===== config.mk =====
export PLATFORM = sky130hd
export DESIGN_NAME = crt_timing_gen
export DESIGN_NICKNAME = d
export VERILOG_FILES = /design/src/rtl/crt_timing_pkg.sv /design/src/rtl/crt_timing_regs.sv /design/src/rtl/crt_axis_counter.sv /design/src/rtl/crt_window.sv /design/src/rtl/crt_timing_gen.sv
export SDC_FILE = /design/constraint.sdc
export NUM_CORES = 1
export LEC_CHECK = 0
export BUFFER_PORTS_ARGS = -buffer_cell sky130_fd_sc_hd__buf_2
export CAP_MARGIN = 20
export CORE_MARGIN = 2
export CORE_UTILIZATION = 54
export DETAILED_ROUTE_END_ITERATION = 16
export GPL_TIMING_DRIVEN = 0
export PLACE_DENSITY = 0.74
export SYNTH_ARGS = -nofsm -noshare
export SYNTH_HDL_FRONTEND = slang
export SYNTH_SLANG_ARGS = --single-unit

===== constraint.sdc =====
create_clock -name clk -period 2.9 [get_ports clk]
set_input_delay 0.145 -clock clk [delete_from_list [all_inputs] [get_ports clk]]
set_output_delay 0.145 -clock clk [all_outputs]
set_load 0.05 [all_outputs]

===== src/rtl/crt_timing_pkg.sv =====
package crt_timing_pkg;

    localparam int FIELD_W = 11;
    localparam int HI_LSB  = 16;
    localparam int ADDR_W  = 4;
    localparam int DATA_W  = 32;
    localparam int POL_W   = 2;

    typedef logic [FIELD_W-1:0] tval_t;

    // one register: first value and second value, both stored pre-decremented
    typedef struct packed {
        tval_t lo;
        tval_t hi;
    } pair_t;

    typedef struct packed {
        pair_t act_tot;
        pair_t blank;
        pair_t sync;
        pair_t pnl;
    } axis_cfg_t;

    typedef struct packed {
        axis_cfg_t        h;
        axis_cfg_t        v;
        logic [POL_W-1:0] pol;
    } timing_cfg_t;

    typedef enum logic [ADDR_W-1:0] {
        RA_H_ACT_TOT = 4'd0,
        RA_H_BLANK   = 4'd1,
        RA_H_SYNC    = 4'd2,
        RA_H_PANEL   = 4'd3,
        RA_V_ACT_TOT = 4'd4,
        RA_V_BLANK   = 4'd5,
        RA_V_SYNC    = 4'd6,
        RA_V_PANEL   = 4'd7,
        RA_POLARITY  = 4'd8
    } reg_addr_e;

    function automatic pair_t unpack_pair(input logic [DATA_W-1:0] w);
        pair_t p;
        p.lo = w[FIELD_W-1:0];
        p.hi = w[HI_LSB +: FIELD_W];
        return p;
    endfunction

endpackage


===== src/rtl/crt_timing_regs.sv =====
module crt_timing_regs
    import crt_timing_pkg::*;
(
    input  logic              clk,
    input  logic              rst_n,
    input  logic              wr_en,
    input  logic [ADDR_W-1:0] wr_addr,
    input  logic [DATA_W-1:0] wr_data,
    input  logic              load,
    output timing_cfg_t       live
);

    typedef struct packed {
        timing_cfg_t shadow;
        timing_cfg_t live;
    } regs_state_t;

    regs_state_t st_d, st_q;

    // bits outside the two packed fields carry nothing
    logic unused_wr_bits;
    assign unused_wr_bits = ^{wr_data[DATA_W-1:HI_LSB+FIELD_W],
                              wr_data[HI_LSB-1:FIELD_W]};

    always_comb begin
        st_d = st_q;
        if (wr_en) begin
            unique case (reg_addr_e'(wr_addr))
                RA_H_ACT_TOT: st_d.shadow.h.act_tot = unpack_pair(wr_data);
                RA_H_BLANK:   st_d.shadow.h.blank   = unpack_pair(wr_data);
                RA_H_SYNC:    st_d.shadow.h.sync    = unpack_pair(wr_data);
                RA_H_PANEL:   st_d.shadow.h.pnl     = unpack_pair(wr_data);
                RA_V_ACT_TOT: st_d.shadow.v.act_tot = unpack_pair(wr_data);
                RA_V_BLANK:   st_d.shadow.v.blank   = unpack_pair(wr_data);
                RA_V_SYNC:    st_d.shadow.v.sync    = unpack_pair(wr_data);
                RA_V_PANEL:   st_d.shadow.v.pnl     = unpack_pair(wr_data);
                RA_POLARITY:  st_d.shadow.pol       = wr_data[POL_W-1:0];
                default:      st_d.shadow           = st_q.shadow;
            endcase
        end
        // live copy follows the shadow only at a frame edge or while stopped
        if (load) begin
            st_d.live = st_q.shadow;
        end
    end

    always_ff @(posedge clk or negedge rst_n) begin
        if (!rst_n) begin
            st_q <= '0;
        end else begin
            st_q <= st_d;
        end
    end

    assign live = st_q.live;

    // nothing but a load may change the live timing set
    assert_live_frozen_R9: assert property (@(posedge clk) disable iff (!rst_n)
        !load |=> $stable(st_q.live));

endmodule


===== src/rtl/crt_axis_counter.sv =====
module crt_axis_counter #(
    parameter int W = 11
) (
    input  logic         clk,
    input  logic         rst_n,
    input  logic         go,
    input  logic         step,
    input  logic [W-1:0] last,
    output logic [W-1:0] cnt,
    output logic         wrap
);

    logic [W-1:0] cnt_d, cnt_q;
    logic         at_last;

    assign at_last = (cnt_q == last);

    always_comb begin
        cnt_d = cnt_q;
        if (!go) begin
            cnt_d = '0;
        end else if (step) begin
            cnt_d = at_last ? '0 : cnt_q + W'(1);
        end
    end

    always_ff @(posedge clk or negedge rst_n) begin
        if (!rst_n) begin
            cnt_q <= '0;
        end else begin
            cnt_q <= cnt_d;
        end
    end

    assign cnt  = cnt_q;
    assign wrap = go & step & at_last;

    assert_cnt_bounded_R3: assert property (@(posedge clk) disable iff (!rst_n)
        cnt_q <= last);

    assert_cnt_steps_R3: assert property (@(posedge clk) disable iff (!rst_n)
        (go && step && cnt_q != last) |=> (cnt_q == $past(cnt_q) + W'(1)));

    assert_wrap_to_zero_R3: assert property (@(posedge clk) disable iff (!rst_n)
        wrap |=> (cnt_q == '0));

    assert_idle_zero_R10: assert property (@(posedge clk) disable iff (!rst_n)
        !go |=> (cnt_q == '0));

endmodule


===== src/rtl/crt_window.sv =====
module crt_window #(
    parameter int   W       = 11,
    parameter logic LO_INCL = 1'b1
) (
    input  logic [W-1:0] cnt,
    input  logic [W-1:0] lo,
    input  logic [W-1:0] hi,
    output logic         hit
);

    generate
        if (LO_INCL) begin : g_sync_rule
            // start inclusive, end exclusive
            assign hit = (cnt >= lo) && (cnt < hi);
        end else begin : g_blank_rule
            // start exclusive, end inclusive
            assign hit = (cnt > lo) && (cnt <= hi);
        end
    endgenerate

endmodule


===== src/rtl/crt_timing_gen.sv =====
module crt_timing_gen
    import crt_timing_pkg::*;
(
    input  logic               clk,
    input  logic               rst_n,
    input  logic               wr_en,
    input  logic [3:0]         wr_addr,
    input  logic [31:0]        wr_data,
    input  logic               tmg_en,
    output logic [10:0]        h_count,
    output logic [10:0]        v_count,
    output logic               active,
    output logic               blank,
    output logic               crt_hsync,
    output logic               crt_vsync,
    output logic               pnl_hsync,
    output logic               pnl_vsync
);

    localparam int NAX = 2;   // 0 = horizontal, 1 = vertical

    typedef struct packed {
        logic run;
    } top_state_t;

    top_state_t  st_d, st_q;
    timing_cfg_t cfg;
    logic        go, h_wrap, v_wrap, load;
    tval_t       cnt   [NAX];
    axis_cfg_t   acfg  [NAX];
    logic [NAX-1:0] act_hit, blk_hit, syn_hit, pnl_hit;

    always_comb begin
        st_d     = st_q;
        st_d.run = tmg_en;
    end

    always_ff @(posedge clk or negedge rst_n) begin
        if (!rst_n) begin
            st_q <= '0;
        end else begin
            st_q <= st_d;
        end
    end

    assign go   = tmg_en & st_q.run;
    assign load = ~st_q.run | v_wrap;

    crt_timing_regs u_regs (
        .clk     (clk),
        .rst_n   (rst_n),
        .wr_en   (wr_en),
        .wr_addr (wr_addr),
        .wr_data (wr_data),
        .load    (load),
        .live    (cfg)
    );

    assign acfg[0] = cfg.h;
    assign acfg[1] = cfg.v;

    crt_axis_counter #(.W(FIELD_W)) u_hcnt (
        .clk   (clk),
        .rst_n (rst_n),
        .go    (go),
        .step  (1'b1),
        .last  (cfg.h.act_tot.hi),
        .cnt   (cnt[0]),
        .wrap  (h_wrap)
    );

    crt_axis_counter #(.W(FIELD_W)) u_vcnt (
        .clk   (clk),
        .rst_n (rst_n),
        .go    (go),
        .step  (h_wrap),
        .last  (cfg.v.act_tot.hi),
        .cnt   (cnt[1]),
        .wrap  (v_wrap)
    );

    for (genvar a = 0; a < NAX; a++) begin : g_axis
        assign act_hit[a] = (cnt[a] <= acfg[a].act_tot.lo);

        crt_window #(.W(FIELD_W), .LO_INCL(1'b0)) u_blank (
            .cnt (cnt[a]),
            .lo  (acfg[a].blank.lo),
            .hi  (acfg[a].blank.hi),
            .hit (blk_hit[a])
        );

        crt_window #(.W(FIELD_W), .LO_INCL(1'b1)) u_sync (
            .cnt (cnt[a]),
            .lo  (acfg[a].sync.lo),
            .hi  (acfg[a].sync.hi),
            .hit (syn_hit[a])
        );

        crt_window #(.W(FIELD_W), .LO_INCL(1'b1)) u_panel (
            .cnt (cnt[a]),
            .lo  (acfg[a].pnl.lo),
            .hi  (acfg[a].pnl.hi),
            .hit (pnl_hit[a])
        );
    end

    assign h_count   = cnt[0];
    assign v_count   = cnt[1];
    assign active    = st_q.run & (&act_hit);
    assign blank     = ~st_q.run | (|blk_hit);
    assign crt_hsync = (st_q.run & syn_hit[0]) ^ cfg.pol[0];
    assign crt_vsync = (st_q.run & syn_hit[1]) ^ cfg.pol[1];
    assign pnl_hsync = (st_q.run & pnl_hit[0]) ^ cfg.pol[0];
    assign pnl_vsync = (st_q.run & pnl_hit[1]) ^ cfg.pol[1];

    // stopped raster holds every sync at its resting level
    assert_sync_idle_R10: assert property (@(posedge clk) disable iff (!rst_n)
        !st_q.run |-> (crt_hsync == cfg.pol[0] && pnl_hsync == cfg.pol[0] &&
                       crt_vsync == cfg.pol[1] && pnl_vsync == cfg.pol[1] &&
                       h_count == '0 && v_count == '0));

    // the display window only opens while running
    assert_active_running_R4: assert property (@(posedge clk) disable iff (!rst_n)
        active |-> (st_q.run && !(|blk_hit)) || (st_q.run && (|blk_hit)));

    // a vertical step happens only on the last pixel of a line
    assert_line_step_R3: assert property (@(posedge clk) disable iff (!rst_n)
        (go && cnt[0] != cfg.h.act_tot.hi) |=> $stable(cnt[1]));

endmodule


== Yosys cells after proc, flatten, opt, wreduce, memory -nomap -nowiden ==
Index checks and enable logic that the tools add are counted.
Storage, ports and cells
  register bits after elaboration: 379
  input port bits: 40
Operators by class
  add/sub/neg operators: 2
  order comparisons: 14
  eq/ne operators: 11
  mux-type cells: 5
  bitwise operators: 16
  reduce and logical (&&, ||, !) cells: 18
Operators with widths (count)
  11-bit 2-to-1 mux: 5
  11-bit >= comparator: 4
  11-bit <= comparator: 4
  11-bit less-than comparator: 4
  11-bit by 1-bit adder with 11-bit output (second input constant): 2
  11-bit == test: 2
  11-bit greater-than comparator: 2
  2-bit AND reduction: 10
  4-bit by 3-bit == test with 1-bit output (second input constant): 4
  1-bit AND: 9
  4-bit by 2-bit == test with 1-bit output (second input constant): 2
  1-bit logical AND: 6
  4-bit by 1-bit == test with 1-bit output (second input constant): 1
  4-bit == test (second input constant): 1
  4-bit logical NOT: 1
  1-bit XOR: 4
  2-bit by 1-bit != test with 1-bit output (second input constant): 1
  1-bit OR: 2
  2-bit OR reduction: 1
  1-bit inverter: 1

== Depth between registers and ports, before layout ==
Gate-level depths: netlist of the first run.
  depth in word-level cells: 5
  depth in mapped cells: 10

== Cells and area by module ==
A second synthesis of the first run with hierarchy kept.
Unflattened totals
  cells, all modules: 1650
  area, all modules: 20024.2 µm²
Modules (own cells, without submodules)
  crt_timing_regs: instances 1, cells each 941, area each 14560.2 µm², seq. area each 8908.5 µm²
  crt_window at g_axis[0].u_panel ...: instances 4, cells each 74, area each 536.8 µm², seq. area each 0.0 µm²
  crt_axis_counter: instances 2, cells each 83, area each 759.5 µm², seq. area each 275.3 µm²
  crt_window at g_axis[0].u_blank ...: instances 2, cells each 77, area each 559.3 µm², seq. area each 0.0 µm²
  crt_timing_gen: instances 1, cells each 93, area each 679.4 µm², seq. area each 25.0 µm²

== Worst setup path before layout of the first run ==
OpenSTA, ideal clock, no wires.
  path kind: flip-flop to output port
  start: reg u_hcnt.cnt_q[8], in the netlist u_hcnt.cnt[8]
  end: out blank
  arrival time: 2975 ps
  setup slack: -220 ps
  cell stages (with the launch flop): 8
  path buffers: 0
  path through: dfrtp_1 ha_1 a21oi_1 nor2_1 a211oi_1 o21ai_0 o311a_1 o32ai_1
Between the ends
  longest elaborated chain between the ends: 4
Ends and longest elaborated chain
  from (decl): line crt_axis_counter.sv:13  | logic [W-1:0] cnt_d, cnt_q;
  from (signal assigned): line crt_axis_counter.sv:31  | cnt_q <= cnt_d;
  11-bit greater-than comparator or 11-bit <= comparator (tied branches): line crt_window.sv:17  | assign hit = (cnt > lo) && (cnt <= hi);
  1-bit logical AND *: line crt_window.sv:17
  2-bit OR reduction *: line crt_timing_gen.sv:110  | assign blank = ~st_q.run | (|blk_hit);
  1-bit OR *: line crt_timing_gen.sv:110
  to (decl): line crt_timing_gen.sv:13  | output logic blank,
Every way passes the cells marked *; elsewhere a longest branch is shown, timed or not.

== Worst setup path after layout of the first run ==
  start: reg u_vcnt.cnt_q[5], in the netlist u_vcnt.cnt[5]
  end: out blank
Between the ends
  longest elaborated chain between the ends: 4
Ends and longest elaborated chain (line)
  from (decl): crt_axis_counter.sv:13
  from (signal assigned): crt_axis_counter.sv:31
  11-bit greater-than comparator or 11-bit <= comparator (tied branches): crt_window.sv:17
  1-bit logical AND *: crt_window.sv:17
  2-bit OR reduction *: crt_timing_gen.sv:110
  1-bit OR *: crt_timing_gen.sv:110
Marks and branches as above.

==> results.yml, run 1 <==
timing:
  layout_worst_path_cycle_share: 0.995
  timing_hold_violations_final: 0
  timing_worst_slew_pin_value_ns: 0.870
  setup_violations: 0
  maxSlewHeadroom: 0.420
  final-max-slew-violation-count: 0
  grt_setup_unrepaired: "true"
  worst_clock_skew_ns: 0.0215
  fmax_mhz: 346
  timing.final.crit_period_ns: 2.89
route:
  first_iter_violations: 633
  drc: 0
  routed-via-count: 11300
  totalWireLength_um: 41800
  vias_per_cell: 5.56
  first_pass_iters: 4
  postRouteAntennaNets: 0
  drt-wirelength-per-cell_um: 20.5
setup_path:
  critical_path_class: "reg -> out"
  cp.arrival_ns: 2.74
  crit_path_start_kind: "flip-flop"
  r2r_start: "u_hcnt.cnt[3]"
  r2r_setup_slack_ns: 0.14
  timing.critical_path.to_type: "output port"
  critical_path_source: "u_vcnt.cnt[5]"
  timing.critical_path.required_ns: 2.76
  maximum_fanout_encountered_on_the_critical_timing_path: 13
floorplan:
  coreArea_mm2: 0.0344
  core.rowCount: 68
  area_of_the_die_mm2: 0.0362
  floorplan.io_pins: 68
  die_h_um: 190
  fp.dieW_um: 190
  floorplan.initialDensity: 0.545
synthesis:
  synth_top_area_cell: "dfrtp_1"
  postSynth.topFlopCell: "dfrtp_1"
  post_synth_inst_count: 1418
  netlist_top_cells_count: "dfrtp_1, mux2_2, ha_1"
  syn_avg_cell_area_um2: 13.2
  async_reset_ff_frac: 1.00
  synth_seq_area_share: 0.506
  library_cell_with_the_highest_instance_count_after_synthesis: "dfrtp_1"
  register_bit_total_from_synthesis: 379
  synth_cell_types: 46
  synth_warnings: 0
  yosysTopAreaCellShare: 0.506
  ys_top_cells_by_area: "dfrtp_1, mux2_2, ha_1, mux2_4, inv_1"
  synth-edff-count: 0
  synth.cell_area_mm2: 0.0187
  syn-num-nets: 1610
placement:
  portBuffers: 57
  detailed_place.area_mm2: 0.0197
  hpwl_um: 27900
  place_inst: 1933
  gp_routability_congestion: 0.785
cells_and_area:
  antenna_cells: 0
  fin_nets: 1752
  final_core_util: 0.631
  flow.area_growth_from_synthesis_pct: 15.7
  layout-drive-gt1-share: 0.377
  finalNonFillerCells: 2042
  stdcell_area_mm2: 0.0217
  num-fill-cells: 2543
clock_network:
  clk-insertion-delay-late_ns: 0.53
  clock_tree.root_cell: "clkbuf_16"
  clock_tree.htree_level_count: 2
  clockBufferDepth: 3
  cts_tree: "done"
  clock-sinks: 379
  cts-buffers-inserted: 41
  clk_transition_reported_paths_ns: 0.06
global_routing:
  grt_antenna_before_repair: 2
  vias_in_the_first_global_route: 11800
  grt_first_pass_wirelength_um: 64600
  total_congestion_overflow: 0
  grt_max_degree: 121
  global_route.usage.total: 0.230
job:
  cap_violations: 0
power:
  vdd_ir_drop_max_uv: 373
  design_power_total_w: 0.0158
  power_density_mw_per_mm2: 728
  power.leakage_nw: 10.6
run_status:
  run_status: "completed"
hold_path:
  hold_path.startpoint: "wr_data[10]"
  hold_path.class: "in -> reg"
## what timing repair did
item | 4_1_cts | 5_1_grt
pin swaps | 1 | 12
cloned | 0 | 0
setup buffers | 7 | 30
endpoints found under the setup margin | 6 | 6
hold buffers | 2 | 0
endpoints found under the hold margin | 71 | 0
resized for setup | 39 | 51
## final cells by class
cell class              count  area (um^2)  area share
inverters                 144          544      0.0251
well taps                 455          569      0.0263
flip-flops and latches    379         9540       0.440
multi-input cells         853         8680       0.401
clock buffers              57         1200      0.0553
repair buffers             99          736      0.0339
clock inverters            13          123     0.00566
plain buffers              42          287      0.0132
## cells in the final DEF (no fill, tap or decap), drive strengths merged, types with 11 or more instances in the layout
cell,n
a211oi,15
a21oi,56
and3,11
buf,126
clkbuf,70
dfrtp,379
ha,152
inv,145
mux2,357
nand2,26
nand3,24
nand4,29
nor2,32
nor2b,15
o21ai,32
xor2,27
## per-layer routing
metal / part of all wire / wire length [um] / track usage / vias to the layer above
li1: - / - / - / 5281
met4: 0.019 / 804 / 0.0599 / 2
met3: 0.030 / 1260 / 0.0311 / 60
met1: 0.44 / 18400 / 0.303 / 5837
met2: 0.51 / 21400 / 0.402 / 165
met5: 0.00031 / 13 / 0 / -
## metrics by stage
step / TNS, ns / worst slack [ns] / hold WS [ns]
3_3_place_gp: -2066.04 / -5.48 / 0.298
2_1_floorplan: 0 / 0.119 / -0.151
6_report: 0 / 0.0139 / 0.0232
3_5_place_dp: 0 / 0.0375 / 0.0817
5_1_grt: -0.174 / -0.0782 / 0.0132
4_1_cts: -0.0303 / -0.0303 / 0.0204
## sequential cells by signal, summed over array words and instances, names as in the netlist
name / count
u_regs.st_q: 178
u_hcnt.cnt: 11
st_q: 1
u_vcnt.cnt: 11
u_regs.live: 178
## critical path: stages, from the launching register on
cell     delay [ns]
dfrtp_4        0.60
ha_1           0.35
nand4_1        0.19
a21oi_2        0.21
nor3_2         0.09
o21ai_0        0.15
o31a_1         0.30
o32ai_4        0.15
buf_6          0.19
## cell families (layout without fill, tap and decap cells)
group                      Yosys count  in the layout  synth area share
AOI/OAI and AO/OA                  135            135            0.0439
muxes                              357            357             0.237
and+or+nand+nor                    173            173            0.0499
xor gates and xnor gates            36             36            0.0172
DFF                                379            379             0.506
adders and majority gates          152            152             0.102
buffers and inverters              186            355            0.0442
## worst paths after layout
path,to,cells past startpoint
worst min-delay path,u_regs.st_q[289],2
worst max register to register,u_regs.live[6],11
worst max-delay path,blank,8
min in group asynchronous,u_regs.live[108],2
worst min register to register,u_regs.live[126],1
max in group asynchronous,u_vcnt.cnt[8],3
## report_power, final
part	total (W)	leakage [nW]	switching, W	internal [W]
clock	0.00515	0.661	0.00210	0.00306
sequential	0.00731	4.65	0.000741	0.00657
combinational	0.00331	5.28	0.00143	0.00188
Power figures use the tool's default switching activity.
==> run 2, diff against run 1 <==
--- a/config.mk
+++ b/config.mk
@@ -5,13 +5,15 @@
 export SDC_FILE = /design/constraint.sdc
 export NUM_CORES = 1
 export LEC_CHECK = 0
+export ABC_AREA = 1
 export BUFFER_PORTS_ARGS = -buffer_cell sky130_fd_sc_hd__buf_2
 export CAP_MARGIN = 20
 export CORE_MARGIN = 2
-export CORE_UTILIZATION = 54
+export CORE_UTILIZATION = 30
 export DETAILED_ROUTE_END_ITERATION = 16
 export GPL_TIMING_DRIVEN = 0
-export PLACE_DENSITY = 0.74
+export PLACE_DENSITY = 0.48
+export RECOVER_POWER = 50
 export SYNTH_ARGS = -nofsm -noshare
 export SYNTH_HDL_FRONTEND = slang
 export SYNTH_SLANG_ARGS = --single-unit
==> results.yml, run 2 <==
setup_path:
  timing.critical_path.required_ns: 3.39
  cells_along_the_critical_path: "buf_4, inv_2, nand2_1, nand2_1, nor2_1, nand2_1, nor2_1, nand3_1, o21bai_4, buf_4, buf_4, nand2_1, nand2_1"
  cp.arrival_ns: 3.30
  timing.critical_path.mode_cell: "nand2_1"
  critPathTopFamily: "simple AND/OR/NAND/NOR gates"
  path_buf_inv: 4
  worstRegToRegCells: 13
  timing.critical_path.to_type: "flip-flop"
  r2r_start: "u_hcnt.cnt[6]"
  critical_path_class: "reg -> reg"
  r2r_setup_slack_ns: 0.09
  worst_r2r_endpoint: "u_regs.live[14]"
  critical_path_source: "u_hcnt.cnt[6]"
  maximum_fanout_encountered_on_the_critical_timing_path: 10
  crit_path_start_kind: "flip-flop"
  worst-path-stages: 13
  timing.critical_path.to: "u_regs.live[14]"
  cp_slowest_stage_delay_ns: 0.57
  critical-path-slowest-cell: "dfrtp_4"
clock_network:
  clock-sinks: 379
  clock_tree.htree_level_count: 2
  clk_transition_reported_paths_ns: 0.06
  clk-insertion-delay-late_ns: 0.56
  clockBufferDepth: 3
  cts_tree: "done"
  clock_tree.root_cell: "clkbuf_16"
  cts-buffers-inserted: 43
cells_and_area:
  fin_nets: 2537
  flow.area_growth_from_synthesis_pct: 16.6
  layout.cells.most_common: "nand2_1"
  layout-drive-gt1-share: 0.0918
  most-common-layout-cells: "nand2_1, dfrtp_1, nand3_1"
placement:
  portBuffers: 55
  hpwl_um: 41300
  gp_routability_congestion: 0.831
timing:
  hold_ws_ns: 0.0749
  fmax_mhz: 356
  timing.final.crit_period_ns: 2.81
  maxSlewHeadroom: -0.0870
  grt_setup_unrepaired: "true"
  timing_hold_violations_final: 0
  final-max-slew-violation-count: 57
  layout_worst_path_cycle_share: 0.969
  worst_clock_skew_ns: 0.0165
  timing_worst_slew_pin_value_ns: 1.63
  setup_total_negative_slack_ns: 0
  setup_violations: 0
global_routing:
  grt_antenna_before_repair: 0
  vias_in_the_first_global_route: 15100
  total_congestion_overflow: 0
  grt_first_pass_wirelength_um: 91000
  global_route.usage.total: 0.187
  grt_max_degree: 116
floorplan:
  die_h_um: 254
  area_of_the_die_mm2: 0.0644
  floorplan.io_pins: 68
  floorplan.initialDensity: 0.303
  coreArea_mm2: 0.0617
  core.rowCount: 91
  fp.dieW_um: 254
synthesis:
  syn-num-nets: 2410
  synth.cell_area_mm2: 0.0187
  synth_top_area_cell: "dfrtp_1"
  library_cell_with_the_highest_instance_count_after_synthesis: "nand2_1"
  syn_avg_cell_area_um2: 8.44
  postSynth.topFlopCell: "dfrtp_1"
  post_synth_inst_count: 2218
  synth_seq_area_share: 0.507
  synth_warnings: 0
  async_reset_ff_frac: 1.00
  register_bit_total_from_synthesis: 379
  ys_top_cells_by_area: "dfrtp_1, nand2_1, ha_1, nand3_1, inv_1"
  yosysTopAreaCellShare: 0.507
  synth_cell_types: 28
  synth-edff-count: 0
  netlist_top_cells_count: "nand2_1, dfrtp_1, nand3_1"
route:
  postRouteAntennaNets: 0
  met2WireLength_um: 26700
  totalWireLength_um: 59000
  dr.max_layer_used: "met4"
  drt-wirelength-per-cell_um: 18.4
  met3RoutedLength_um: 3020
  drc: 0
  first_pass_iters: 5
  routed-via-count: 15400
  first_iter_violations: 1188
  wl_met1_um: 27300
  vias_per_cell: 4.78
hold_path:
  hold_depth: 3
  hold_path.class: "in -> reg"
run_status:
  run_status: "finished with violations"
  violations: "max-capacitance violations, max-slew violations"
power:
  power.leakage_nw: 11.1
  vdd_ir_drop_max_uv: 354
  power_density_mw_per_mm2: 696
job:
  cap_violations: 1
run 2: tightest hold or removal path: stages:
cell      delay, ns
clkbuf_1       0.15
nand4_1        0.20
o21ai_0        0.09
run 2: power by group:
part           switching [W]  leakage, nW  internal, W
Sequential          0.000621         4.67      0.00633
Clock                0.00223        0.704      0.00331
Combinational        0.00167         5.74      0.00103
Total                0.00452         11.1       0.0107
run 2: area by class of cell:
cell class | instances | area (um^2)
Clock inverter | 16 | 186
Clock buffer | 60 | 1230
Antenna cell | 1 | 2.50
Inverter | 211 | 800
Buffer | 95 | 449
Sequential cell | 379 | 9530
Tap cell | 837 | 1050
Fill cell | 6477 | 39900
Timing Repair Buffer | 83 | 552
Multi-Input combinational cell | 1532 | 8030
run 2: worst min-delay path by stage:
stage / from / to / slack [ns]
after floorplan: rst_n / st_q / -0.15
final: wr_en / u_regs.st_q[179] / 0.07
after global routing: wr_data[26] / u_regs.st_q[234] / 0.1
after global placement: tmg_en / st_q / 0.27
after detailed placement: rst_n / u_regs.st_q[349] / 0.13
after CTS: wr_en / u_regs.st_q[179] / 0.04
run 2: stage by stage:
stage,worst slack [ns],total power (W),utilization,instances,instance area [um^2]
6_report,0.0901,0.0152,0.354,3214,21800
5_1_grt,-0.00708,0.0161,0.354,3213,21800
4_1_cts,0.00459,0.0153,0.352,3201,21700
3_5_place_dp,-0.262,0.00968,0.326,3113,20100
3_3_place_gp,-6.03,0.00957,0.325,3110,20000
2_1_floorplan,0.328,0.00876,-,2218,18700
run 2: cells by family after synthesis:
group,count (synthesis),synth area share
fa+ha+maj,152,0.102
buf+inv,307,0.0661
flops,379,0.507
simple gates,1065,0.234
compound gates,290,0.0804
xor+xnor,25,0.0117
run 2: per-layer routing:
metal | vias to the layer above | track usage
li1 | 7444 | -
met1 | 7463 | 0.258
met2 | 344 | 0.298
met3 | 99 | 0.0287
met4 | 0 | 0.0657
met5 | - | 0
run 2: what timing repair did:
| action | CTS | global route |
|---|---|---|
| setup buffers | 8 | 13 |
| hold endpoints to repair | 60 | 0 |
| setup endpoints to repair | 174 | 6 |
| hold buffers | 4 | 0 |
| resized for setup | 33 | 18 |
